$ cat config.mk
export PLATFORM = sky130hd
export DESIGN_NAME = dly_read_queue
export DESIGN_NICKNAME = d
export VERILOG_FILES = /design/src/rtl/dly_read_queue.sv
export SDC_FILE = /design/constraint.sdc
export NUM_CORES = 1
export LEC_CHECK = 0
export BUFFER_PORTS_ARGS = -buffer_cell sky130_fd_sc_hd__buf_4
export CELL_PAD_IN_SITES_DETAIL_PLACEMENT = 0
export CELL_PAD_IN_SITES_GLOBAL_PLACEMENT = 1
export CORE_AREA = 3 3 286 176
export CTS_CLUSTER_SIZE = 12
export DETAILED_ROUTE_END_ITERATION = 6
export DIE_AREA = 0 0 289 179
export PLACE_DENSITY_LB_ADDON = 0.1
export SYNTH_ARGS = -nofsm -noshare
export SYNTH_HDL_FRONTEND = slang
export SYNTH_SLANG_ARGS = --single-unit
export TNS_END_PERCENT = 20
$ cat constraint.sdc
create_clock -name clk -period 8 [get_ports clk]
set_input_delay 0.8 -clock clk [delete_from_list [all_inputs] [get_ports clk]]
set_output_delay 0.8 -clock clk [all_outputs]
set_load 0.1 [all_outputs]
$ cat src/rtl/dly_read_queue.sv
module dly_read_queue #(
  parameter int ADDR_W = 32,
  parameter int DEPTH  = 4,
  parameter int TMO_W  = 16,
  parameter logic [TMO_W-1:0] TMO_RST = TMO_W'(32768)
) (
  input  logic              clk,
  input  logic              rst_n,
  input  logic              req_valid,
  input  logic              req_dir,
  input  logic [ADDR_W-1:0] req_addr,
  input  logic [3:0]        req_cmd,
  output logic [1:0]        req_result,
  input  logic              cpl_valid,
  input  logic              cpl_dir,
  input  logic [1:0]        rdata_at_head,
  input  logic              cfg_tmo_wr,
  input  logic [TMO_W-1:0]  cfg_tmo_val,
  input  logic              serr_en,
  output logic [1:0]        expire,
  output logic              serr
);
  localparam int PW = (DEPTH > 1) ? $clog2(DEPTH) : 1;
  localparam int CW = $clog2(DEPTH + 1);
  localparam logic [1:0] RES_NEW   = 2'd0;
  localparam logic [1:0] RES_PEND  = 2'd1;
  localparam logic [1:0] RES_READY = 2'd2;
  localparam logic [1:0] RES_RETRY = 2'd3;
  localparam logic [3:0] CMD_MRD = 4'b0110;
  localparam logic [3:0] CMD_MRL = 4'b1110;
  localparam logic [3:0] CMD_MRM = 4'b1100;

  function automatic logic [3:0] cmd_class(input logic [3:0] c);
    return (c == CMD_MRL || c == CMD_MRM) ? CMD_MRD : c;
  endfunction

  function automatic logic [PW-1:0] slot_at(input logic [PW-1:0] base, input int k);
    int s;
    s = int'(base) + k;
    if (s >= DEPTH) s = s - DEPTH;
    return PW'(s);
  endfunction

  function automatic logic [PW-1:0] ptr_inc(input logic [PW-1:0] p);
    return (p == PW'(DEPTH - 1)) ? '0 : p + PW'(1);
  endfunction

  logic [ADDR_W-1:0] addr_q [2][DEPTH];
  logic [3:0]        cls_q  [2][DEPTH];
  logic [PW-1:0]     rd_p   [2];
  logic [PW-1:0]     wr_p   [2];
  logic [CW-1:0]     cnt_q  [2];
  logic [CW-1:0]     done_q [2];
  logic [TMO_W-1:0]  tmr_q  [2];
  logic [TMO_W-1:0]  tmo_cfg;

  logic [3:0]    req_cls;
  logic          hit;
  logic [CW-1:0] hit_k;
  logic          full, head_ready, enq, take;
  logic [1:0]    run, stop, push, pop, mark, reload;

  assign req_cls = cmd_class(req_cmd);

  always_comb begin
    hit   = 1'b0;
    hit_k = '0;
    for (int k = 0; k < DEPTH; k++) begin
      if (!hit && CW'(k) < cnt_q[req_dir] &&
          addr_q[req_dir][slot_at(rd_p[req_dir], k)] == req_addr &&
          cls_q[req_dir][slot_at(rd_p[req_dir], k)] == req_cls) begin
        hit   = 1'b1;
        hit_k = CW'(k);
      end
    end
  end

  assign full       = cnt_q[req_dir] == CW'(DEPTH);
  assign head_ready = hit && hit_k == '0 && done_q[req_dir] != '0;
  assign enq        = req_valid && !hit && !full;
  assign take       = req_valid && head_ready;

  assign req_result = !req_valid ? RES_NEW :
                      hit        ? (head_ready ? RES_READY : RES_PEND) :
                      full       ? RES_RETRY : RES_NEW;

  always_comb begin
    for (int d = 0; d < 2; d++) begin
      run[d]    = cnt_q[d] != '0 && done_q[d] != '0 && rdata_at_head[d];
      stop[d]   = take && req_dir == 1'(d);
      push[d]   = enq && req_dir == 1'(d);
      expire[d] = run[d] && !stop[d] && tmr_q[d] <= TMO_W'(1);
      pop[d]    = stop[d] || expire[d];
      mark[d]   = cpl_valid && cpl_dir == 1'(d) && done_q[d] < cnt_q[d];
      reload[d] = pop[d] || (push[d] && cnt_q[d] == '0);
    end
  end

  assign serr = serr_en && (expire != 2'b00);

  always_ff @(posedge clk) begin
    for (int d = 0; d < 2; d++) begin
      if (push[d]) begin
        addr_q[d][wr_p[d]] <= req_addr;
        cls_q[d][wr_p[d]]  <= req_cls;
      end
    end
  end

  always_ff @(posedge clk or negedge rst_n) begin
    if (!rst_n) begin
      tmo_cfg <= TMO_RST;
      for (int d = 0; d < 2; d++) begin
        rd_p[d]   <= '0;
        wr_p[d]   <= '0;
        cnt_q[d]  <= '0;
        done_q[d] <= '0;
        tmr_q[d]  <= TMO_RST;
      end
    end else begin
      if (cfg_tmo_wr) tmo_cfg <= cfg_tmo_val;
      for (int d = 0; d < 2; d++) begin
        if (push[d]) wr_p[d] <= ptr_inc(wr_p[d]);
        if (pop[d])  rd_p[d] <= ptr_inc(rd_p[d]);
        cnt_q[d]  <= cnt_q[d] + CW'(push[d]) - CW'(pop[d]);
        done_q[d] <= done_q[d] + CW'(mark[d]) - CW'(pop[d]);
        if (reload[d])
          tmr_q[d] <= tmo_cfg;
        else if (run[d] && tmr_q[d] != '0)
          tmr_q[d] <= tmr_q[d] - TMO_W'(1);
      end
    end
  end
endmodule


==> flow_summary.json, run 1 <==
{
  "status": "completed",
  "grt_start_max_net_pins": 70,
  "yosysTopAreaCell": "edfxtp_1",
  "final_cell_mix": "mux2i_1, edfxtp_1, xnor2_1",
  "cap_viol_max_count": 0,
  "drtAntennaViolNets": 0,
  "ir_drop_mv": 0.1541,
  "place_congestion": 1.013,
  "ys_seq_area_share_pct": 48.25,
  "p_leak_nw": 8.482,
  "tightest_slew_ns": 1.121,
  "syn-cell-area_um2": 21460,
  "antenna_found_initial": 2,
  "hold_class": "in2async",
  "die_x_um": 289,
  "drive_gt1_share_pct": 16.75,
  "synth_edf_count": 288,
  "grt_pass1_vias": 13990,
  "synthesis.nets": 1809,
  "vias": 14870,
  "area_delta_synth_final_pct": 9.428,
  "crit_type": "in2out",
  "timing.rr.start": "rd_p[3]",
  "syn_area_per_cell_um2": 12.50,
  "routed_wl_mm": 71.82,
  "critPathRequiredTime_ns": 7.20,
  "slew_headroom_pct": 24.60,
  "syn_inst": 1717,
  "clockRootBuffer": "clkbuf_16",
  "initial_utilization_pct": 45.05,
  "dp_hpwl_mm": 52.33,
  "synth_top_cell_area_share_pct": 40.30,
  "rsz0062_at_grt": "no",
  "clockBufferDepth": 3,
  "vias_per_cell": 6.194,
  "fin_setup_tns_ns": 0,
  "cts.htree.levels": 2,
  "async_reset_ff_share_pct": 19.10,
  "cts_tree": "built",
  "cts_hold_buf": 0,
  "wire_per_inst_um": 29.91,
  "setup_viol": 0,
  "dieArea_um2": 51730,
  "end_kind": "primary output",
  "r2r_cells": 20,
  "die_height_um": 179,
  "antenna_cells": 0,
  "crit_fanout": 69,
  "finalHoldViolations": 0,
  "insertion_delay_ns": 0.55,
  "timing.rr.end": "cnt_q[5]",
  "grt_pass1_wl_mm": 102.8,
  "rows": 62,
  "finalMaxSlewViolations": 0,
  "ctsResizeCount": 0,
  "finClkSkew_ns": 0.02404,
  "period_minus_slack_ns": 6.440,
  "worst_hold_slack_ns": 0.3608,
  "placeableCoreArea_um2": 47630,
  "synth_area_leaders": "edfxtp_1, mux2i_1, dfrtp_1",
  "num_io_pins": 67,
  "r2r_setup_slack_ns": 1.94,
  "first_pass_iters": 6,
  "cp.arrival_ns": 5.64,
  "first_iter_violations": 1704,
  "synth_ff_type": "edfxtp_1",
  "synth-warning-count": 0,
  "cp-start-kind": "input pin",
  "overflow": 0,
  "nNetsFinal": 1835,
  "synth.distinct_cells": 85,
  "power_density_nw_per_um2": 266.8,
  "drc": 0,
  "clkSlewWorstSetupHoldPaths_ns": 0.06,
  "mostFrequentLayoutCell": "mux2i_1",
  "numClockSinks": 356,
  "cts_setup_buffers": 0,
  "track_usage_pct": 27.80,
  "io_buffers": 66,
  "fmax_mhz": 155.3,
  "synth-seq-cells": 356,
  "numCtsBuffers": 37,
  "post-route-period-util_pct": 80.50
}
[registers in the layout, indices dropped and copies added (netlist names)]
name and count:
tmo_cfg 16, wr_p 4, tmr_q 32, cnt_q 6, done_q 6, addr_q 256
rd_p 4, cls_q 32
[report_power, final]
group	leakage, nW	switching, W	internal, W	total (W)
Clock	0.522	0.000716	0.000892	0.00161
Sequential	3.42	0.000215	0.00232	0.00253
Combinational	4.54	0.00131	0.000810	0.00212
[per-stage QoR]
| stage | util [%] | total power (W) | instances | instance area, µm² | worst slack, ns |
|---|---|---|---|---|---|
| floorplan | - | 0.003913 | 1717 | 21460 | 2.942 |
| global placement | 47.05 | 0.004614 | 2344 | 22410 | 1.302 |
| detailed placement | 47.05 | 0.004633 | 2344 | 22410 | 1.464 |
| CTS | 49.30 | 0.006251 | 2401 | 23480 | 1.671 |
| global route | 49.30 | 0.006543 | 2401 | 23480 | 1.534 |
| finish | 49.30 | 0.006265 | 2401 | 23480 | 1.560 |
[layout make-up]
class                           instances  area, µm²
Clock buffer                           50       1026
Clock inverter                          7      46.29
Fill cell                            4224      24150
Inverter                               47      176.4
Multi-Input combinational cell       1202      10300
Sequential cell                       356      10360
Tap cell                              640      800.8
Timing Repair Buffer                   99      774.5
[cell families (layout without fill, tap and decap cells)]
kind of cell    count (synthesis)  in the layout  share of synthesized area, %
mux                           433            433                         23.02
flops                         356            356                         48.25
simple gates                  342            342                         8.314
compound gates                213            213                         7.160
xor+xnor                      184            184                         7.510
buf+inv                       159            203                         3.860
fa+ha+maj                      30             30                         1.889
[per-layer routing]
metal	up-vias	global-route usage, %	part of all wire [%]
li1	6532	-	-
met1	7591	46.06	51
met2	647	34.53	37
met3	99	7.738	9.9
met4	2	6.208	2.1
met5	-	0	0.018
[worst max-delay path, stage by stage]
cell and delay (ns):
clkbuf_8 0.53, mux2i_4 0.85, mux2_2 0.42, o21a_1 0.18, or3_1 0.40, a2111oi_0 0.92
nand3_1 0.18, or4_1 0.64, nand3b_1 0.18, o21ba_2 0.16, buf_4 0.29
[how the worst max path moves through the flow]
| stage | start | end | slack (ns) | cells after the start |
|---|---|---|---|---|
| 2_1_floorplan | req_dir | serr | 2.94 | 14 |
| 3_3_place_gp | req_dir | cnt_q[5] | 1.30 | 20 |
| 3_5_place_dp | req_dir | cnt_q[5] | 1.46 | 18 |
| 4_1_cts | req_dir | req_result[0] | 1.67 | 11 |
| 5_1_grt | req_dir | req_result[0] | 1.53 | 11 |
| 6_report | req_dir | req_result[0] | 1.56 | 11 |
[synth_stat cells (21+ instances only)]
cell type / n
a21oi_1: 31
buf_2: 44
clkbuf_1: 26
dfrtp_1: 65
edfxtp_1: 288
ha_1: 26
inv_1: 46
mux2_2: 63
mux2i_1: 305
mux4_2: 35
nand2_1: 84
nand3_1: 35
nor2_1: 62
nor3_1: 27
o21ai_0: 31
o22ai_1: 21
xnor2_1: 129
xor2_1: 55
Power figures use the tool's default switching activity.
==> run 2, diff against run 1 <==
Clock period 8 ns to 6.61 ns, I/O delays scaled along.
==> run 2 against run 1 <==
  * Critical endpoint is now req_result[1]
  * Largest cell class unchanged
  * Die area stayed put
  * Via count rose by 1.2%
  * Routed wire length grew 0.37%
  * Cell count grew 0.92%
  * Worst setup slack worse by 1.0 ns
  * Global-route usage up 0.28 points
==> flow_summary.json, run 2 (synthesis gave the netlist of run 1 again) <==
{
  "grt_start_max_net_pins": 83,
  "placeableCoreArea_um2": 47630,
  "dieArea_um2": 51730,
  "tightest_slew_ns": 1.238,
  "cap_viol_max_count": 0,
  "numCtsBuffers": 37,
  "ir_drop_mv": 0.2295,
  "antenna_cells": 0,
  "initial_utilization_pct": 45.05,
  "p_int_w": 0.004970,
  "cp-start-kind": "flip-flop",
  "io_buffers": 66,
  "drtAntennaViolNets": 0,
  "cp.arrival_ns": 5.43,
  "clockBufferDepth": 3,
  "clkSlewWorstSetupHoldPaths_ns": 0.06,
  "finalHoldViolations": 0,
  "dp.cells": 2362,
  "grt_pass1_wl_mm": 104.2,
  "nFillCells": 4236,
  "setup_viol": 0,
  "rows": 62,
  "grt_pass1_vias": 14260,
  "drc": 0,
  "r2r_setup_slack_ns": 0.83,
  "post-route-period-util_pct": 92.10,
  "cts_setup_buffers": 0,
  "p_leak_nw": 8.621,
  "worst_hold_slack_ns": 0.3545,
  "finalMaxSlewViolations": 0,
  "crit_fanout": 33,
  "die_x_um": 289,
  "antenna_found_initial": 3,
  "ctsResizeCount": 0,
  "fmax_mhz": 164.3,
  "clockRootBuffer": "clkbuf_16",
  "final_cell_mix": "mux2i_1, edfxtp_1, xnor2_1",
  "vias_per_cell": 6.209,
  "die_height_um": 179,
  "power_density_nw_per_um2": 324.0,
  "fin_cells": 2423,
  "p_sw_w": 0.002733,
  "fin_setup_tns_ns": 0,
  "num_io_pins": 67,
  "wire_per_inst_um": 29.75,
  "dp_hpwl_mm": 52.50,
  "p_comb_share_pct": 34.3,
  "rsz0062_at_grt": "no",
  "nNetsFinal": 1854,
  "track_usage_pct": 28.09,
  "finClkSkew_ns": 0.02397,
  "slew_headroom_pct": 16.67,
  "fin_util_pct": 49.91,
  "place_congestion": 1.020,
  "cts_hold_buf": 1,
  "hold_class": "in2reg",
  "overflow": 0,
  "swShare_pct": 35.48,
  "power_frac_clock_pct": 26.1,
  "first_pass_iters": 6,
  "seqPwrFrac_pct": 39.6,
  "numClockSinks": 356,
  "period_minus_slack_ns": 6.088,
  "cts.htree.levels": 2,
  "first_iter_violations": 1868,
  "vias": 15050,
  "total_power_w": 0.007703,
  "insertion_delay_ns": 0.55,
  "drive_gt1_share_pct": 17.50,
  "status": "completed",
  "mostFrequentLayoutCell": "mux2i_1",
  "cts_tree": "built",
  "area_delta_synth_final_pct": 10.79,
  "largest_reg_flops": 256,
  "routed_wl_mm": 72.08,
  "critPathRequiredTime_ns": 5.95,
  "end_kind": "primary output",
  "crit_type": "reg2out"
}
run 2: changes by cell type in the layout (fill, tap and decap cells not counted), sizes merged:
cell,delta
inv,+2
clkinvlp,-1
clkbuf,+3
bufinv,+2
buf,+18
dlygate4sd3,+1
clkinv,-3
run 2: final cells by class:
type,count,area (µm²),area share (%)
Tap cell,640,800.8,3.368
Inverter,47,176.4,0.7421
Clock inverter,7,90.09,0.3789
Sequential cell,356,10360,43.57
Clock buffer,53,1016,4.273
Multi-Input combinational cell,1202,10300,43.32
Timing Repair Buffer,118,1032,4.342
run 2: per-stage QoR:
| step | worst slack [ns] | area (µm²) |
|---|---|---|
| after floorplan | 1.738 | 21460 |
| after global placement | 0.3305 | 22660 |
| after detailed placement | 0.4482 | 22660 |
| after CTS | 0.6821 | 23770 |
| after global routing | 0.5289 | 23770 |
| final | 0.5221 | 23770 |
run 2: power by group through the flow:
stage	clock network, W	registers, W	logic [W]
floorplan	0	0.00301	0.00173
global placement	0	0.00308	0.00256
detailed placement	0	0.00309	0.00257
CTS	0.00205	0.00305	0.00259
global route	0.00215	0.00309	0.00282
finish	0.00201	0.00305	0.00264
run 2: final timing paths:
| path | startpoint | to | depth (start not counted) |
|---|---|---|---|
| hold reg to reg | tmo_cfg[10] | tmr_q[26] | 1 |
| hold / removal | cfg_tmo_val[15] | tmo_cfg[15] | 2 |
| setup / recovery | rd_p[0] | req_result[1] | 11 |
| min in group asynchronous | rst_n | done_q[0] | 2 |
| setup reg to reg | rd_p[0] | cnt_q[5] | 17 |
| max in group asynchronous | rst_n | tmr_q[28] | 3 |
run 2: worst max-delay path, cell delays in order, from the launching register on:
cell       delay, ns
dfrtp_2         0.64
mux2i_4         0.77
buf_12          0.30
mux2i_1         0.32
nor3_1          0.15
a2111oi_0       0.87
nand4_1         0.20
or4_4           0.49
o41ai_4         0.54
nor2_1          0.10
o21a_1          0.20
buf_4           0.23
run 2: routing by layer:
metal  global-route usage, %  share of wire [%]
met5                       0              0.017
met4                   4.006                1.2
met3                   6.302                9.2
met2                   36.16                 38
met1                   47.37                 51
